`config.mk`:
```
export PLATFORM = sky130hd
export DESIGN_NAME = spi_gap_master
export DESIGN_NICKNAME = d
export VERILOG_FILES = /design/src/rtl/spi_gap_pkg.sv /design/src/rtl/spi_gap_timer.sv /design/src/rtl/spi_gap_shifter.sv /design/src/rtl/spi_gap_master.sv
export SDC_FILE = /design/constraint.sdc
export NUM_CORES = 1
export LEC_CHECK = 0
export BUFFER_PORTS_ARGS = -buffer_cell sky130_fd_sc_hd__buf_2
export CELL_PAD_IN_SITES_DETAIL_PLACEMENT = 1
export CELL_PAD_IN_SITES_GLOBAL_PLACEMENT = 2
export CORE_ASPECT_RATIO = 1.1
export CORE_MARGIN = 3
export CORE_UTILIZATION = 25
export DETAILED_ROUTE_END_ITERATION = 10
export PLACE_DENSITY_LB_ADDON = 0.1
export SYNTH_ARGS = -nofsm -noshare
export SYNTH_HDL_FRONTEND = slang
export SYNTH_HIERARCHICAL = 1
export SYNTH_SLANG_ARGS = --single-unit
```
`constraint.sdc`:
```
create_clock -name clk -period 9.29 [get_ports clk]
set_input_delay 0.4645 -clock clk [delete_from_list [all_inputs] [get_ports clk]]
set_output_delay 0.4645 -clock clk [all_outputs]
set_load 0.05 [all_outputs]
```
`src/rtl/spi_gap_pkg.sv`:
```
// Package: shared types and timing helpers of the decode-gap SPI master.
// Assumes all timing inputs are given in system clock cycles.
package spi_gap_pkg;

    typedef enum logic [2:0] {
        SQ_IDLE,
        SQ_LOAD,
        SQ_SHIFT,
        SQ_GAP,
        SQ_TAIL
    } sq_state_t;

    // Extra idle clocks between bytes: required time minus byte time, floored at zero.
    function automatic int gap_clks(input int req_clks, input int byte_clks);
        return (req_clks > byte_clks) ? (req_clks - byte_clks) : 0;
    endfunction

endpackage

```
`src/rtl/spi_gap_timer.sv`:
```
// Module: down-counting gap timer.
// A load starts a window of load_val clocks (load_val >= 1).
// expire is high in the last clock of that window.
module spi_gap_timer #(
    parameter int W = 8
) (
    input  logic         clk,
    input  logic         rst_n,
    input  logic         load,
    input  logic [W-1:0] load_val,
    output logic         expire
);
    logic         running;
    logic [W-1:0] cnt;

    // Count down the loaded window and stop at zero.
    always_ff @(posedge clk) begin
        if (!rst_n) begin
            running <= 1'b0;
            cnt     <= '0;
        end else if (load) begin
            running <= 1'b1;
            cnt     <= load_val - W'(1);
        end else if (running) begin
            if (cnt == '0) begin
                running <= 1'b0;
            end else begin
                cnt <= cnt - W'(1);
            end
        end
    end

    assign expire = running && (cnt == '0);
endmodule

```
`src/rtl/spi_gap_shifter.sv`:
```
// Module: mode 1 byte shifter with built-in SCLK divider.
// On load it raises SCLK and presents bit 7. It runs 16 half periods of HALF_DIV clocks each.
// MISO is sampled on every falling edge. The next MOSI bit is driven on every rising edge.
// last is high in the final clock of the byte. MOSI returns to 0 after the byte.
module spi_gap_shifter #(
    parameter int HALF_DIV = 4
) (
    input  logic       clk,
    input  logic       rst_n,
    input  logic       load,
    input  logic [7:0] load_byte,
    input  logic       miso,
    output logic       sclk,
    output logic       mosi,
    output logic       last,
    output logic [7:0] rx_byte
);
    localparam int DIV_W = (HALF_DIV > 1) ? $clog2(HALF_DIV) : 1;
    localparam logic [DIV_W-1:0] DIV_END = DIV_W'(HALF_DIV - 1);

    logic             busy;
    logic [7:0]       shreg;
    logic [3:0]       half;
    logic [DIV_W-1:0] dcnt;
    logic             half_end;

    assign half_end = busy && (dcnt == DIV_END);

    // Sequence the 16 half periods: sample on falls, present the next bit on rises.
    always_ff @(posedge clk) begin
        if (!rst_n) begin
            busy  <= 1'b0;
            sclk  <= 1'b0;
            mosi  <= 1'b0;
            shreg <= '0;
            half  <= '0;
            dcnt  <= '0;
        end else if (load) begin
            busy  <= 1'b1;
            sclk  <= 1'b1;
            mosi  <= load_byte[7];
            shreg <= load_byte;
            half  <= '0;
            dcnt  <= '0;
        end else if (half_end) begin
            dcnt <= '0;
            if (!half[0]) begin
                sclk  <= 1'b0;
                shreg <= {shreg[6:0], miso};
                half  <= half + 4'd1;
            end else if (half == 4'd15) begin
                busy <= 1'b0;
                mosi <= 1'b0;
            end else begin
                sclk <= 1'b1;
                mosi <= shreg[7];
                half <= half + 4'd1;
            end
        end else if (busy) begin
            dcnt <= dcnt + DIV_W'(1);
        end
    end

    assign last    = half_end && (half == 4'd15);
    assign rx_byte = shreg;
endmodule

```
`src/rtl/spi_gap_master.sv`:
```
// Module: SPI master frame sequencer with inter-byte decode gap (top).
// Sends wr_count bytes from the host stream and then clocks rd_count bytes while driving 0x00.
// Between bytes it waits GAP_CLKS clocks, and before releasing chip select it waits REQ_CLKS clocks.
// Assumes REQ_CLKS >= 1 and that the host holds the counts with the start pulse.
module spi_gap_master
    import spi_gap_pkg::*;
#(
    parameter int HALF_DIV          = 4,
    parameter int SLAVE_PERIOD_CLKS = 25,
    parameter int DECODE_PERIODS    = 4,
    parameter int CNT_W             = 4
) (
    input  logic             clk,
    input  logic             rst_n,
    input  logic             start,
    input  logic [CNT_W-1:0] wr_count,
    input  logic [CNT_W-1:0] rd_count,
    input  logic             tx_valid,
    input  logic [7:0]       tx_data,
    output logic             tx_ready,
    output logic             rx_valid,
    output logic [7:0]       rx_data,
    output logic             done,
    output logic             spi_cs_n,
    output logic             spi_sclk,
    output logic             spi_mosi,
    input  logic             spi_miso
);
    localparam int BYTE_CLKS = 16 * HALF_DIV;
    localparam int REQ_CLKS  = DECODE_PERIODS * SLAVE_PERIOD_CLKS;
    localparam int GAP_CLKS  = gap_clks(REQ_CLKS, BYTE_CLKS);
    localparam int TMR_W     = $clog2(REQ_CLKS + 1);

    sq_state_t        state;
    logic [CNT_W-1:0] wr_left;
    logic [CNT_W-1:0] rd_left;
    logic             cur_rd;
    logic             eng_load;
    logic [7:0]       eng_byte;
    logic             eng_last;
    logic [7:0]       eng_rx;
    logic             tmr_load;
    logic [TMR_W-1:0] tmr_val;
    logic             tmr_expire;
    logic             gap_used;
    logic [TMR_W-1:0] gap_val;
    logic             more_bytes;
    logic             want_wr;

    // Pick the gap variant: a timed gap, or going straight to the next fetch.
    generate
        if (GAP_CLKS > 0) begin : g_gap
            assign gap_used = 1'b1;
            assign gap_val  = TMR_W'(GAP_CLKS);
        end else begin : g_nogap
            assign gap_used = 1'b0;
            assign gap_val  = '0;
        end
    endgenerate

    assign want_wr    = (wr_left != '0);
    assign more_bytes = want_wr || (rd_left != '0);
    assign tx_ready   = (state == SQ_LOAD) && want_wr;

    // Decide the byte launch and the timer load for the current state.
    always_comb begin
        eng_load = 1'b0;
        eng_byte = 8'h00;
        tmr_load = 1'b0;
        tmr_val  = TMR_W'(REQ_CLKS);
        if ((state == SQ_LOAD) && (!want_wr || tx_valid)) begin
            eng_load = 1'b1;
            eng_byte = want_wr ? tx_data : 8'h00;
        end
        if ((state == SQ_SHIFT) && eng_last) begin
            if (!more_bytes) begin
                tmr_load = 1'b1;
            end else if (gap_used) begin
                tmr_load = 1'b1;
                tmr_val  = gap_val;
            end
        end
    end

    // Frame sequencer: chip select, byte counts, strobes and state moves.
    always_ff @(posedge clk) begin
        if (!rst_n) begin
            state    <= SQ_IDLE;
            spi_cs_n <= 1'b1;
            wr_left  <= '0;
            rd_left  <= '0;
            cur_rd   <= 1'b0;
            rx_valid <= 1'b0;
            rx_data  <= '0;
            done     <= 1'b0;
        end else begin
            rx_valid <= 1'b0;
            done     <= 1'b0;
            case (state)
                SQ_IDLE: begin
                    if (start && ((wr_count != '0) || (rd_count != '0))) begin
                        spi_cs_n <= 1'b0;
                        wr_left  <= wr_count;
                        rd_left  <= rd_count;
                        state    <= SQ_LOAD;
                    end
                end
                SQ_LOAD: begin
                    if (eng_load) begin
                        cur_rd <= !want_wr;
                        if (want_wr) begin
                            wr_left <= wr_left - CNT_W'(1);
                        end else begin
                            rd_left <= rd_left - CNT_W'(1);
                        end
                        state <= SQ_SHIFT;
                    end
                end
                SQ_SHIFT: begin
                    if (eng_last) begin
                        if (cur_rd) begin
                            rx_valid <= 1'b1;
                            rx_data  <= eng_rx;
                        end
                        if (!more_bytes) begin
                            state <= SQ_TAIL;
                        end else if (gap_used) begin
                            state <= SQ_GAP;
                        end else begin
                            state <= SQ_LOAD;
                        end
                    end
                end
                SQ_GAP: begin
                    if (tmr_expire) begin
                        state <= SQ_LOAD;
                    end
                end
                SQ_TAIL: begin
                    if (tmr_expire) begin
                        spi_cs_n <= 1'b1;
                        done     <= 1'b1;
                        state    <= SQ_IDLE;
                    end
                end
                default: state <= SQ_IDLE;
            endcase
        end
    end

    spi_gap_shifter #(.HALF_DIV(HALF_DIV)) u_shifter (
        .clk       (clk),
        .rst_n     (rst_n),
        .load      (eng_load),
        .load_byte (eng_byte),
        .miso      (spi_miso),
        .sclk      (spi_sclk),
        .mosi      (spi_mosi),
        .last      (eng_last),
        .rx_byte   (eng_rx)
    );

    spi_gap_timer #(.W(TMR_W)) u_timer (
        .clk      (clk),
        .rst_n    (rst_n),
        .load     (tmr_load),
        .load_val (tmr_val),
        .expire   (tmr_expire)
    );
endmodule

```
-- Word-level counts from Yosys, hierarchy flattened
Cells that the tools add are included.
- flip-flop bits (word level): 48
- input port bits: 21
- output and inout port bits: 14
- word-level logic and storage cells: 129
- add/sub/neg operators: 6
- equality and inequality tests: 17
- muxes and demuxes: 49
- bitwise logic cells: 1
- reduce and logical (&&, ||, !) cells: 39
- operators by type and width (kind ; number):
    $mux W8 ; 5
    $mux W7 ; 5
    $mux W4 ; 8
    $mux W1 ; 21
    $ne A2 B2 Y1 const B ; 10
    $mux W3 ; 6
    $pmux W4 S2 ; 2
    $reduce_bool A4 Y1 ; 4
    $pmux W3 S5 ; 1
    $reduce_and A2 Y1 ; 7
    $sub A7 B1 Y7 const B ; 2
    $reduce_and A3 Y1 ; 4
    $reduce_bool A2 Y1 ; 6
    $reduce_and A4 Y1 ; 2
    $sub A4 B1 Y4 const B ; 2
    $logic_and A1 B1 Y1 ; 7
    $logic_not A7 Y1 ; 1
    $eq A3 B2 Y1 const B ; 2
    $reduce_and A5 Y1 ; 1
    $add A4 B1 Y4 const B ; 1
    $eq A4 B4 Y1 const B ; 1
    $eq A3 B1 Y1 const B ; 1
    $eq A3 B3 Y1 const B ; 1
    $logic_not A3 Y1 ; 1
    other kinds (9) ; 11

-- Longest topological paths before layout
Gate-level depths: netlist of run 1.
- word-level depth: 7
- gate-level depth with buffers: 13
- gate-level depth less buffers: 10

-- Hierarchy
The synthesis of run 1 kept the hierarchy.
- modules (own cells, without submodules) (module ; times used ; cells each ; area an instance (sq um) ; sequential area each (sq um)):
    spi_gap_master ; 1 ; 174 ; 1358.8 ; 460.4
    spi_gap_shifter ; 1 ; 86 ; 780.7 ; 340.3
    spi_gap_timer ; 1 ; 72 ; 619.3 ; 160.2

-- Worst setup path after synthesis of run 1
No wires, ideal clock.
- path type: reg2reg
- start point: reg u_shifter.half[0]
- end point: reg u_timer.cnt[4]
- setup time: 0.122 ns
- data arrival time: 3.016 ns
- required time: 9.168 ns
- slack: 6.153 ns
- cell stages (with the launch flop): 13
- path buffers: 3
- clock period less this slack: 3.137 ns
- cells stage by stage: dfxtp_1 -> ha_1 -> nand3_1 -> nor2_1 -> nor4bb_1 -> buf_2 -> buf_2 -> clkbuf_1 -> mux2i_1 -> ha_1 -> nand2b_1 -> o31a_1 -> o311a_1
- word-level cells in the longest chain between the ends: 6
- elaborated cells between the ends (all ways): 10
- those cells by class: 1 x add/sub; 2 x eq/ne; 3 x mux; 4 x reduce/logical
- ends and longest elaborated chain (element ; RTL line ; source):
    from (decl) ; spi_gap_shifter.sv:23 ; logic [3:0] half;
    from (signal assigned) ; spi_gap_shifter.sv:50 ; half <= half + 4'd1;
    from (signal assigned) ; spi_gap_shifter.sv:57 ; half <= half + 4'd1;
    $eq A4 B4 Y1 * ; spi_gap_shifter.sv:64 ; assign last = half_end && (half == 4'd15);
    $logic_and A1 B1 Y1 * ; spi_gap_shifter.sv:64 ;
    net eng_last ; spi_gap_master.sv:40 ; logic eng_last;
    $logic_and A1 B1 Y1 * ; spi_gap_master.sv:75 ; if ((state == SQ_SHIFT) && eng_last) begin
    $mux W1 * ; spi_gap_master.sv:75 ;
    net tmr_load ; spi_gap_master.sv:42 ; logic tmr_load;
    $ne A2 B2 Y1 (no line) or $reduce_bool A2 Y1 (tied branches) ; -- ;
    $reduce_and A2 Y1 (no line) ; -- ;
    to (signal assigned) ; spi_gap_timer.sv:23 ; cnt <= load_val - W'(1);
    to (signal assigned) ; spi_gap_timer.sv:28 ; cnt <= cnt - W'(1);
    to (decl) ; spi_gap_timer.sv:14 ; logic [W-1:0] cnt;
The timed path passes the listed nets; every way through them passes the cells marked *.
A chain may end at the register's enable or synchronous reset.

-- Worst setup path in the final report of run 1
- start point: reg u_shifter.half[0]
- end point: reg u_timer.cnt[4]
- word-level cells in the longest chain between the ends: 6
- elaborated cells between the ends (all ways): 10
- those cells by class: 1 x add/sub; 2 x eq/ne; 3 x mux; 4 x reduce/logical
- ends and longest elaborated chain (element ; RTL line):
    $eq A4 B4 Y1 * ; spi_gap_shifter.sv:64
    $logic_and A1 B1 Y1 * ; spi_gap_shifter.sv:64
    net eng_last ; spi_gap_master.sv:40
    $logic_and A1 B1 Y1 * ; spi_gap_master.sv:75
    $mux W7 or $mux W1 (tied branches) ; spi_gap_master.sv:75
    $sub A7 B1 Y7, or another cell as far along ; spi_gap_timer.sv:23
    $mux W7 or $reduce_and A2 Y1 (tied branches) ; --
Marked as above.

==> metrics.log, run 1 <==
[metrics] status: completed
[metrics] post-layout min period: 3.17 ns
[metrics] number of instances on the worst hold path: 2
[metrics] unrepaired setup endpoints after global routing: no
[metrics] share of synthesized flip-flops with an asynchronous set or reset: 0
[metrics] dominant cell type by count on the critical path: sky130_fd_sc_hd__ha_1
[metrics] worst skew pair latency: 0.28 ns
[metrics] H-Tree Depth: 2
[metrics] remaining global-route overflow: 0
[metrics] post-synthesis sequential element count: 48
[metrics] number of max-cap violations: 0
[metrics] clock tree from TritonCTS: yes
[metrics] total CTS buffers: 5
[metrics] number of sinks handled by clock tree synthesis: 48
[metrics] first-pass GRT wire length: 12.7 mm
[metrics] count of buffer and inverter cells on the critical path: 1
[metrics] top fanout value on the critical path: 38
[metrics] pin count of the biggest net entering global routing: 39
[metrics] min setup slack post-route: 6.12 ns
[metrics] register share of total power: 0.387
[metrics] DIE WIDTH: 106 µm
[metrics] DRC violation count after routing: 0
[metrics] startpoint-to-endpoint class of the critical path: reg2reg
[metrics] layout overhead on the synthesized area: 18.0%
[metrics] post-CTS clock slew at the launch and capture registers of the worst setup and hold paths: 0.06 ns
[metrics] sw frac: 0.373
[metrics] CTS Buffer Depth: 2
[metrics] CTS Root Cell: sky130_fd_sc_hd__clkbuf_16
[metrics] final count of negative-setup-slack endpoints: 0
[metrics] type of origin of the critical path: flip-flop
[metrics] share of final-layout standard cells stronger than drive strength 1: 0.177
[metrics] fin nets: 398
[metrics] final total negative setup slack: 0 ns
[metrics] I/O pin cnt: 35
[metrics] share of the cycle needed by the critical path after routing: 0.341
[metrics] VDD IR-drop max: 0.0000930 V
[metrics] critical path capture point type: flip-flop
[metrics] number of cell instances on the worst register-to-register path: 10
[metrics] number of antenna-violating nets in the routed design: 0
[metrics] Chip Height: 116 µm
[metrics] clock network fraction of total power: 0.268
[metrics] reg2reg start: u_shifter/half[0]
[metrics] sequential share of the synthesized area: 0.348
[metrics] combined flip-flop and latch cell area: 961 µm²
[metrics] maximum clock skew at final layout: 0.00634 ns
[metrics] worst hold path endpoint: rx_data[1]
[metrics] Static Leak: 0.00128 µW
[metrics] number of optimization iterations in the first detailed-route pass: 4
[metrics] logic gate share of total power: 0.345
[metrics] worst hold path startpoint: rx_data[1]
[metrics] fill cell total of the finished layout: 1280
[metrics] cell at the slowest stage of the critical path: sky130_fd_sc_hd__dfxtp_1
[metrics] flip-flop cell with the highest count after synthesis: sky130_fd_sc_hd__dfxtp_1
[metrics] final hold vios: 0
[metrics] Finished Layout Cells: 515
[metrics] CP delay by family, top: simple AND/OR/NAND/NOR gates
[metrics] Largest stage delay, worst path: 0.47 ns
[metrics] initial antenna violation count: 0
[metrics] number of placed cells counting well taps: 507
[metrics] via count of the first global-routing pass: 2518
[metrics] area of combinational cells with multiple inputs: 1740 µm²
[metrics] Int Power: 477 µW
[metrics] post-CTS setup-driven buffer insertion count: 0
[metrics] power density of the placed cells: 234 nW/µm²
[metrics] DR iter-0 viols: 106
[metrics] relative max-transition margin: 0.480
[metrics] DP HPWL: 5.39 mm
[metrics] chain of cells forming the critical path: ha_1 > nand3_1 > nor2_1 > nor4bb_4 > buf_4 > mux2i_1 > ha_1 > nand2b_1 > o31a_1 > o311a_1
[metrics] core area: 10600 µm²
[metrics] Final Max Tran Viols: 0
[metrics] Total Routed Length: 7.34 mm
[metrics] n_diodes: 0
[metrics] FP Rows: 39
[metrics] number of different library cells in the post-synthesis netlist: 63
[metrics] via count: 2519
[metrics] IO Port Bufs: 34
[metrics] worst setup slack before clock tree synthesis: 6.12 ns
[metrics] number of instances resized during post-cts repair: 0
[metrics] cells after synthesis: 332
[metrics] average size of a mapped cell: 8.31 µm²
[metrics] synthesized cell area: 2760 µm²
[metrics] Switching Power: 284 µW
[metrics] final core utilization: 0.308
[metrics] number of hold-repair buffers added at the cts stage: 0
[metrics] end of the worst register-to-register path: u_timer/cnt[4]
[metrics] placer congestion estimate: 0.705
[metrics] initial core utilization: 0.261
[metrics] internal reg-to-reg setup slack: 6.12 ns
[metrics] transition at the pin with the smallest max-transition slack: 0.778 ns
[metrics] per-cell routed wire length: 14.3 µm
[metrics] maximum achievable frequency: 315 MHz
[metrics] routed vias/inst: 4.89
[metrics] required time at the worst-slack endpoint: 9.46 ns
[metrics] Arrival @ worst endpoint: 3.35 ns
[metrics] number of warnings printed during yosys synthesis: 6
[metrics] die area: 12300 µm²
[metrics] GR Util All Layers: 0.126
[metrics] class of the tightest hold or removal check: reg2reg
[metrics] EDFF count, synth: 0
==> routing by layer <==
| layer | global-route usage | vias to the layer above | part of all wire |
|---|---|---|---|
| met5 | 0 | - | 0 |
| met3 | 0.0205 | 7 | 0.027 |
| met4 | 0.0294 | 0 | 0.0090 |
| met1 | 0.168 | 1208 | 0.48 |
| met2 | 0.215 | 28 | 0.48 |
| li1 | - | 1276 | - |
==> per-stage QoR <==
| step | total power, µW | hold slack, ns | cell area [µm²] |
|---|---|---|---|
| finish | 761 | 0.461 | 3260 |
| global route | 822 | 0.484 | 3260 |
| CTS | 776 | 0.460 | 3260 |
| detailed placement | 566 | 0.451 | 3090 |
| global placement | 566 | 0.447 | 3090 |
| floorplan | 495 | 0.447 | 2820 |
==> area by class of cell <==
cell class / count / area share
clock buffer: 6 / 0.0396
clock inverter: 2 / 0.0108
multi-input combinational: 272 / 0.535
timing repair buffer: 35 / 0.0546
sequential: 48 / 0.295
inverter: 9 / 0.0104
tap: 143 / 0.0549
==> worst reg2reg max path, delay by kind of cell, from the launching register on <==
kind | cells | cell delay [ns]
AO/OA/AOI/OAI | 2 | 0.53
adder cells (fa/ha/maj) | 2 | 0.60
buffers and inverters | 1 | 0.39
flip-flops | 1 | 0.47
multiplexers | 1 | 0.32
AND/OR/NAND/NOR | 4 | 0.75
==> cell usage in the layout (no fill, tap or decap), types with 2 or more instances in the layout <==
| master | instances |
|---|---|
| sky130_fd_sc_hd__inv_1 | 8 |
| sky130_fd_sc_hd__conb_1 | 17 |
| sky130_fd_sc_hd__mux2_2 | 3 |
| sky130_fd_sc_hd__nand2b_1 | 4 |
| sky130_fd_sc_hd__nand3b_1 | 7 |
| sky130_fd_sc_hd__or3b_2 | 4 |
| sky130_fd_sc_hd__a221oi_1 | 3 |
| sky130_fd_sc_hd__dfxtp_1 | 48 |
| sky130_fd_sc_hd__nor4b_1 | 2 |
| sky130_fd_sc_hd__clkbuf_16 | 5 |
| sky130_fd_sc_hd__nor3_1 | 8 |
| sky130_fd_sc_hd__nand3_1 | 14 |
| sky130_fd_sc_hd__o21ai_0 | 22 |
| sky130_fd_sc_hd__a211oi_1 | 3 |
| sky130_fd_sc_hd__o221ai_1 | 2 |
| sky130_fd_sc_hd__a21oi_1 | 29 |
| sky130_fd_sc_hd__buf_2 | 34 |
| sky130_fd_sc_hd__mux2i_1 | 17 |
| sky130_fd_sc_hd__nor3b_1 | 6 |
| sky130_fd_sc_hd__or4_4 | 3 |
| sky130_fd_sc_hd__nor2_1 | 22 |
| sky130_fd_sc_hd__o31a_1 | 2 |
| sky130_fd_sc_hd__ha_1 | 6 |
| sky130_fd_sc_hd__and2_1 | 10 |
| sky130_fd_sc_hd__nand2_1 | 37 |
| sky130_fd_sc_hd__o211ai_1 | 2 |
| sky130_fd_sc_hd__o31ai_1 | 3 |
| sky130_fd_sc_hd__and3_1 | 2 |
| sky130_fd_sc_hd__nor4_1 | 4 |
| sky130_fd_sc_hd__o22ai_1 | 4 |
| sky130_fd_sc_hd__nor2b_1 | 6 |
| sky130_fd_sc_hd__a31oi_1 | 3 |
==> cell usage after synthesis (all sizes together) (6+ instances only) <==
library cell  number  share of area
and2              11          0.025
nor3b              7          0.021
nor2b              6          0.014
mux2i             17          0.062
nand3             14          0.025
nor3               9          0.018
nor2              22          0.030
dfxtp             48           0.35
a21oi             29          0.053
clkbuf             7          0.010
o21ai             23          0.043
buf               11          0.024
nand2             37          0.050
nand3b             7          0.019
ha                 6          0.027
inv                8          0.011
==> cells by family after synthesis <==
logic type / after synthesis / share of synthesized area
flops: 48 / 0.348
simple gates: 138 / 0.279
buf+inv: 27 / 0.0463
xor+xnor: 1 / 0.00318
mux: 20 / 0.0739
compound gates: 90 / 0.219
other cells: 2 / 0.00272
fa+ha+maj: 6 / 0.0272
==> how the worst max path moves through the flow <==
stage	depth (start not counted)	end	slack, ns	start
finish	10	u_timer/cnt[4]	6.12	u_shifter/half[0]
global route	10	u_timer/cnt[4]	5.78	u_shifter/half[0]
CTS	10	u_timer/cnt[4]	6.10	u_shifter/half[0]
detailed placement	10	u_timer/cnt[4]	6.12	u_shifter/half[0]
global placement	10	u_timer/cnt[4]	6.23	u_shifter/half[0]
floorplan	12	u_timer/cnt[4]	6.15	u_shifter/half[0]
==> power by group through the flow <==
| stage | clock [µW] | combinational, µW | sequential [µW] |
|---|---|---|---|
| 6_report | 204 | 262 | 294 |
| 5_1_grt | 219 | 299 | 304 |
| 4_1_cts | 214 | 268 | 295 |
| 3_5_place_dp | 0 | 266 | 299 |
| 3_3_place_gp | 0 | 267 | 300 |
| 2_1_floorplan | 0 | 215 | 280 |
==> sequential cells by signal, indices dropped and copies added, names as in the netlist <==
register	flops
u_shifter/half	4
cur_rd	1
u_shifter/rx_byte	8
u_shifter/busy	1
u_timer/cnt	7
state	3
u_timer/running	1
done	1
u_shifter/sclk	1
u_shifter/dcnt	2
wr_left	4
rd_left	4
spi_cs_n	1
rx_valid	1
rx_data	8
u_shifter/mosi	1
No activity file was read; power rests on OpenSTA's default activity.
==> run 2: changes to the inputs <==
==> constraint.sdc (replaced) <==
create_clock -name clk -period 3.32 [get_ports clk]
set_input_delay 0.166 -clock clk [delete_from_list [all_inputs] [get_ports clk]]
set_output_delay 0.166 -clock clk [all_outputs]
set_load 0.05 [all_outputs]
==> metrics.log, run 2 (synthesis gave the netlist of run 1 again) <==
[metrics] Total Routed Length: 7.72 mm
[metrics] most frequent standard cell in the layout excluding fill and tap cells: sky130_fd_sc_hd__dfxtp_1
[metrics] dominant cell type by count on the critical path: sky130_fd_sc_hd__ha_1
[metrics] placer congestion estimate: 0.759
[metrics] DRC violation count after routing: 0
[metrics] via count: 2482
[metrics] clock network fraction of total power: 0.271
[metrics] GR Util All Layers: 0.130
[metrics] critical path capture point type: flip-flop
[metrics] number of hold-repair buffers added at the cts stage: 0
[metrics] number of instances resized during post-cts repair: 0
[metrics] pin count of the biggest net entering global routing: 34
[metrics] class of the tightest hold or removal check: in2reg
[metrics] Switching Power: 827 µW
[metrics] number of sinks handled by clock tree synthesis: 48
[metrics] worst skew pair latency: 0.29 ns
[metrics] Int Power: 1370 µW
[metrics] share of final-layout standard cells stronger than drive strength 1: 0.191
[metrics] post-layout min period: 2.89 ns
[metrics] core area: 10600 µm²
[metrics] Static Leak: 0.00131 µW
[metrics] sw frac: 0.377
[metrics] status: completed
[metrics] number of antenna-violating nets in the routed design: 0
[metrics] cell at the slowest stage of the critical path: sky130_fd_sc_hd__dfxtp_1
[metrics] transition at the pin with the smallest max-transition slack: 0.683 ns
[metrics] post-CTS clock slew at the launch and capture registers of the worst setup and hold paths: 0.07 ns
[metrics] Final Max Tran Viols: 0
[metrics] DP HPWL: 5.55 mm
[metrics] DR iter-0 viols: 69
[metrics] share of the cycle needed by the critical path after routing: 0.870
[metrics] required time at the worst-slack endpoint: 3.51 ns
[metrics] highest-count cells in the layout ignoring fill and taps: 48 x sky130_fd_sc_hd__dfxtp_1, 37 x sky130_fd_sc_hd__nand2_1, 34 x sky130_fd_sc_hd__buf_2, 29 x sky130_fd_sc_hd__a21oi_1
[metrics] GRT met3 Usage: 0.0243
[metrics] Arrival @ worst endpoint: 3.07 ns
[metrics] register share of total power: 0.376
[metrics] fin nets: 403
[metrics] IO Port Bufs: 34
[metrics] DIE WIDTH: 106 µm
[metrics] final core utilization: 0.312
[metrics] post-CTS setup-driven buffer insertion count: 0
[metrics] CTS Root Cell: sky130_fd_sc_hd__clkbuf_16
[metrics] final count of negative-setup-slack endpoints: 0
[metrics] Chip Height: 116 µm
[metrics] met1 demand-to-capacity share in global routing: 0.181
[metrics] FP Rows: 39
[metrics] routed vias/inst: 4.77
[metrics] power density of the placed cells: 664 nW/µm²
[metrics] chain of cells forming the critical path: ha_1 > nand3_1 > nor2_1 > nor4bb_4 > mux2i_1 > ha_1 > o221ai_1 > a211o_1 > and3_1
[metrics] CP delay by family, top: simple AND/OR/NAND/NOR gates
[metrics] I/O pin cnt: 35
[metrics] clock tree from TritonCTS: yes
[metrics] area of combinational cells with multiple inputs: 1740 µm²
[metrics] via count of the first global-routing pass: 2477
[metrics] final hold vios: 0
[metrics] number of optimization iterations in the first detailed-route pass: 4
[metrics] startpoint-to-endpoint class of the critical path: reg2reg
[metrics] type of origin of the critical path: flip-flop
[metrics] top fanout value on the critical path: 9
[metrics] VDD IR-drop max: 0.000250 V
[metrics] internal reg-to-reg setup slack: 0.43 ns
[metrics] fill cell total of the finished layout: 1279
[metrics] combined flip-flop and latch cell area: 961 µm²
[metrics] GRT busiest layer: met2
[metrics] first-pass GRT wire length: 12.8 mm
[metrics] count of buffer and inverter cells on the critical path: 0
[metrics] layout overhead on the synthesized area: 19.7%
[metrics] logic gate share of total power: 0.352
[metrics] n_diodes: 0
[metrics] grt met2 use: 0.207
[metrics] CTS Buffer Depth: 2
[metrics] H-Tree Depth: 2
[metrics] Finished Layout Cells: 520
[metrics] total CTS buffers: 5
[metrics] number of placed cells counting well taps: 512
[metrics] initial core utilization: 0.261
[metrics] number of max-cap violations: 0
[metrics] final total negative setup slack: 0 ns
[metrics] die area: 12300 µm²
[metrics] per-cell routed wire length: 14.8 µm
[metrics] initial antenna violation count: 0
[metrics] Largest stage delay, worst path: 0.47 ns
[metrics] maximum achievable frequency: 346 MHz
[metrics] maximum clock skew at final layout: 0.00652 ns
[metrics] relative max-transition margin: 0.542
[metrics] unrepaired setup endpoints after global routing: no
[metrics] remaining global-route overflow: 0
run 2: changes by cell type in the layout (fill, tap and decap cells not counted), sizes merged:
cell	previous run	this run
clkinv	2	1
clkbuf	6	5
buf	35	40
clkinvlp	0	1
inv	8	9
run 2: worst paths after layout:
kind | start | to | depth (start not counted)
max | u_shifter/half[0] | u_timer/cnt[6] | 9
min | spi_miso | u_shifter/rx_byte[0] | 3
max reg2reg | u_shifter/half[0] | u_timer/cnt[6] | 9
min reg2reg | rx_data[0] | rx_data[0] | 2
run 2: cell type report:
| cell class | instances | area share |
|---|---|---|
| tap | 143 | 0.0542 |
| inverter | 9 | 0.0102 |
| timing repair buffer | 40 | 0.0652 |
| clock inverter | 3 | 0.0140 |
| multi-input combinational | 272 | 0.527 |
| clock buffer | 5 | 0.0379 |
| sequential | 48 | 0.291 |
run 2: power by group through the flow:
stage | clock network (µW) | registers, µW | logic [µW]
3_3_place_gp | 0 | 838 | 781
5_1_grt | 646 | 848 | 883
6_report | 595 | 825 | 773
4_1_cts | 623 | 826 | 788
3_5_place_dp | 0 | 839 | 784
2_1_floorplan | 0 | 784 | 602
run 2: metal layers:
metal,share of wire,vias up
li1,-,1289
met1,0.51,1161
met2,0.46,30
met3,0.025,2
met4,0.0057,0
met5,0,-
run 2: tightest hold or removal path, cell delays in order:
cell and delay (ns):
sky130_fd_sc_hd__buf_2 0.08, sky130_fd_sc_hd__mux2i_1 0.05, sky130_fd_sc_hd__a21oi_1 0.12
run 2: metrics by stage:
| stage | total power (µW) | hold slack (ns) | setup slack [ns] | instance area [µm²] |
|---|---|---|---|---|
| floorplan | 1390 | 0.304 | 0.183 | 2820 |
| global placement | 1620 | 0.445 | 0.537 | 3130 |
| detailed placement | 1620 | 0.449 | 0.442 | 3130 |
| CTS | 2240 | 0.158 | 0.422 | 3300 |
| global route | 2380 | 0.204 | 0.0839 | 3300 |
| finish | 2190 | 0.162 | 0.432 | 3300 |
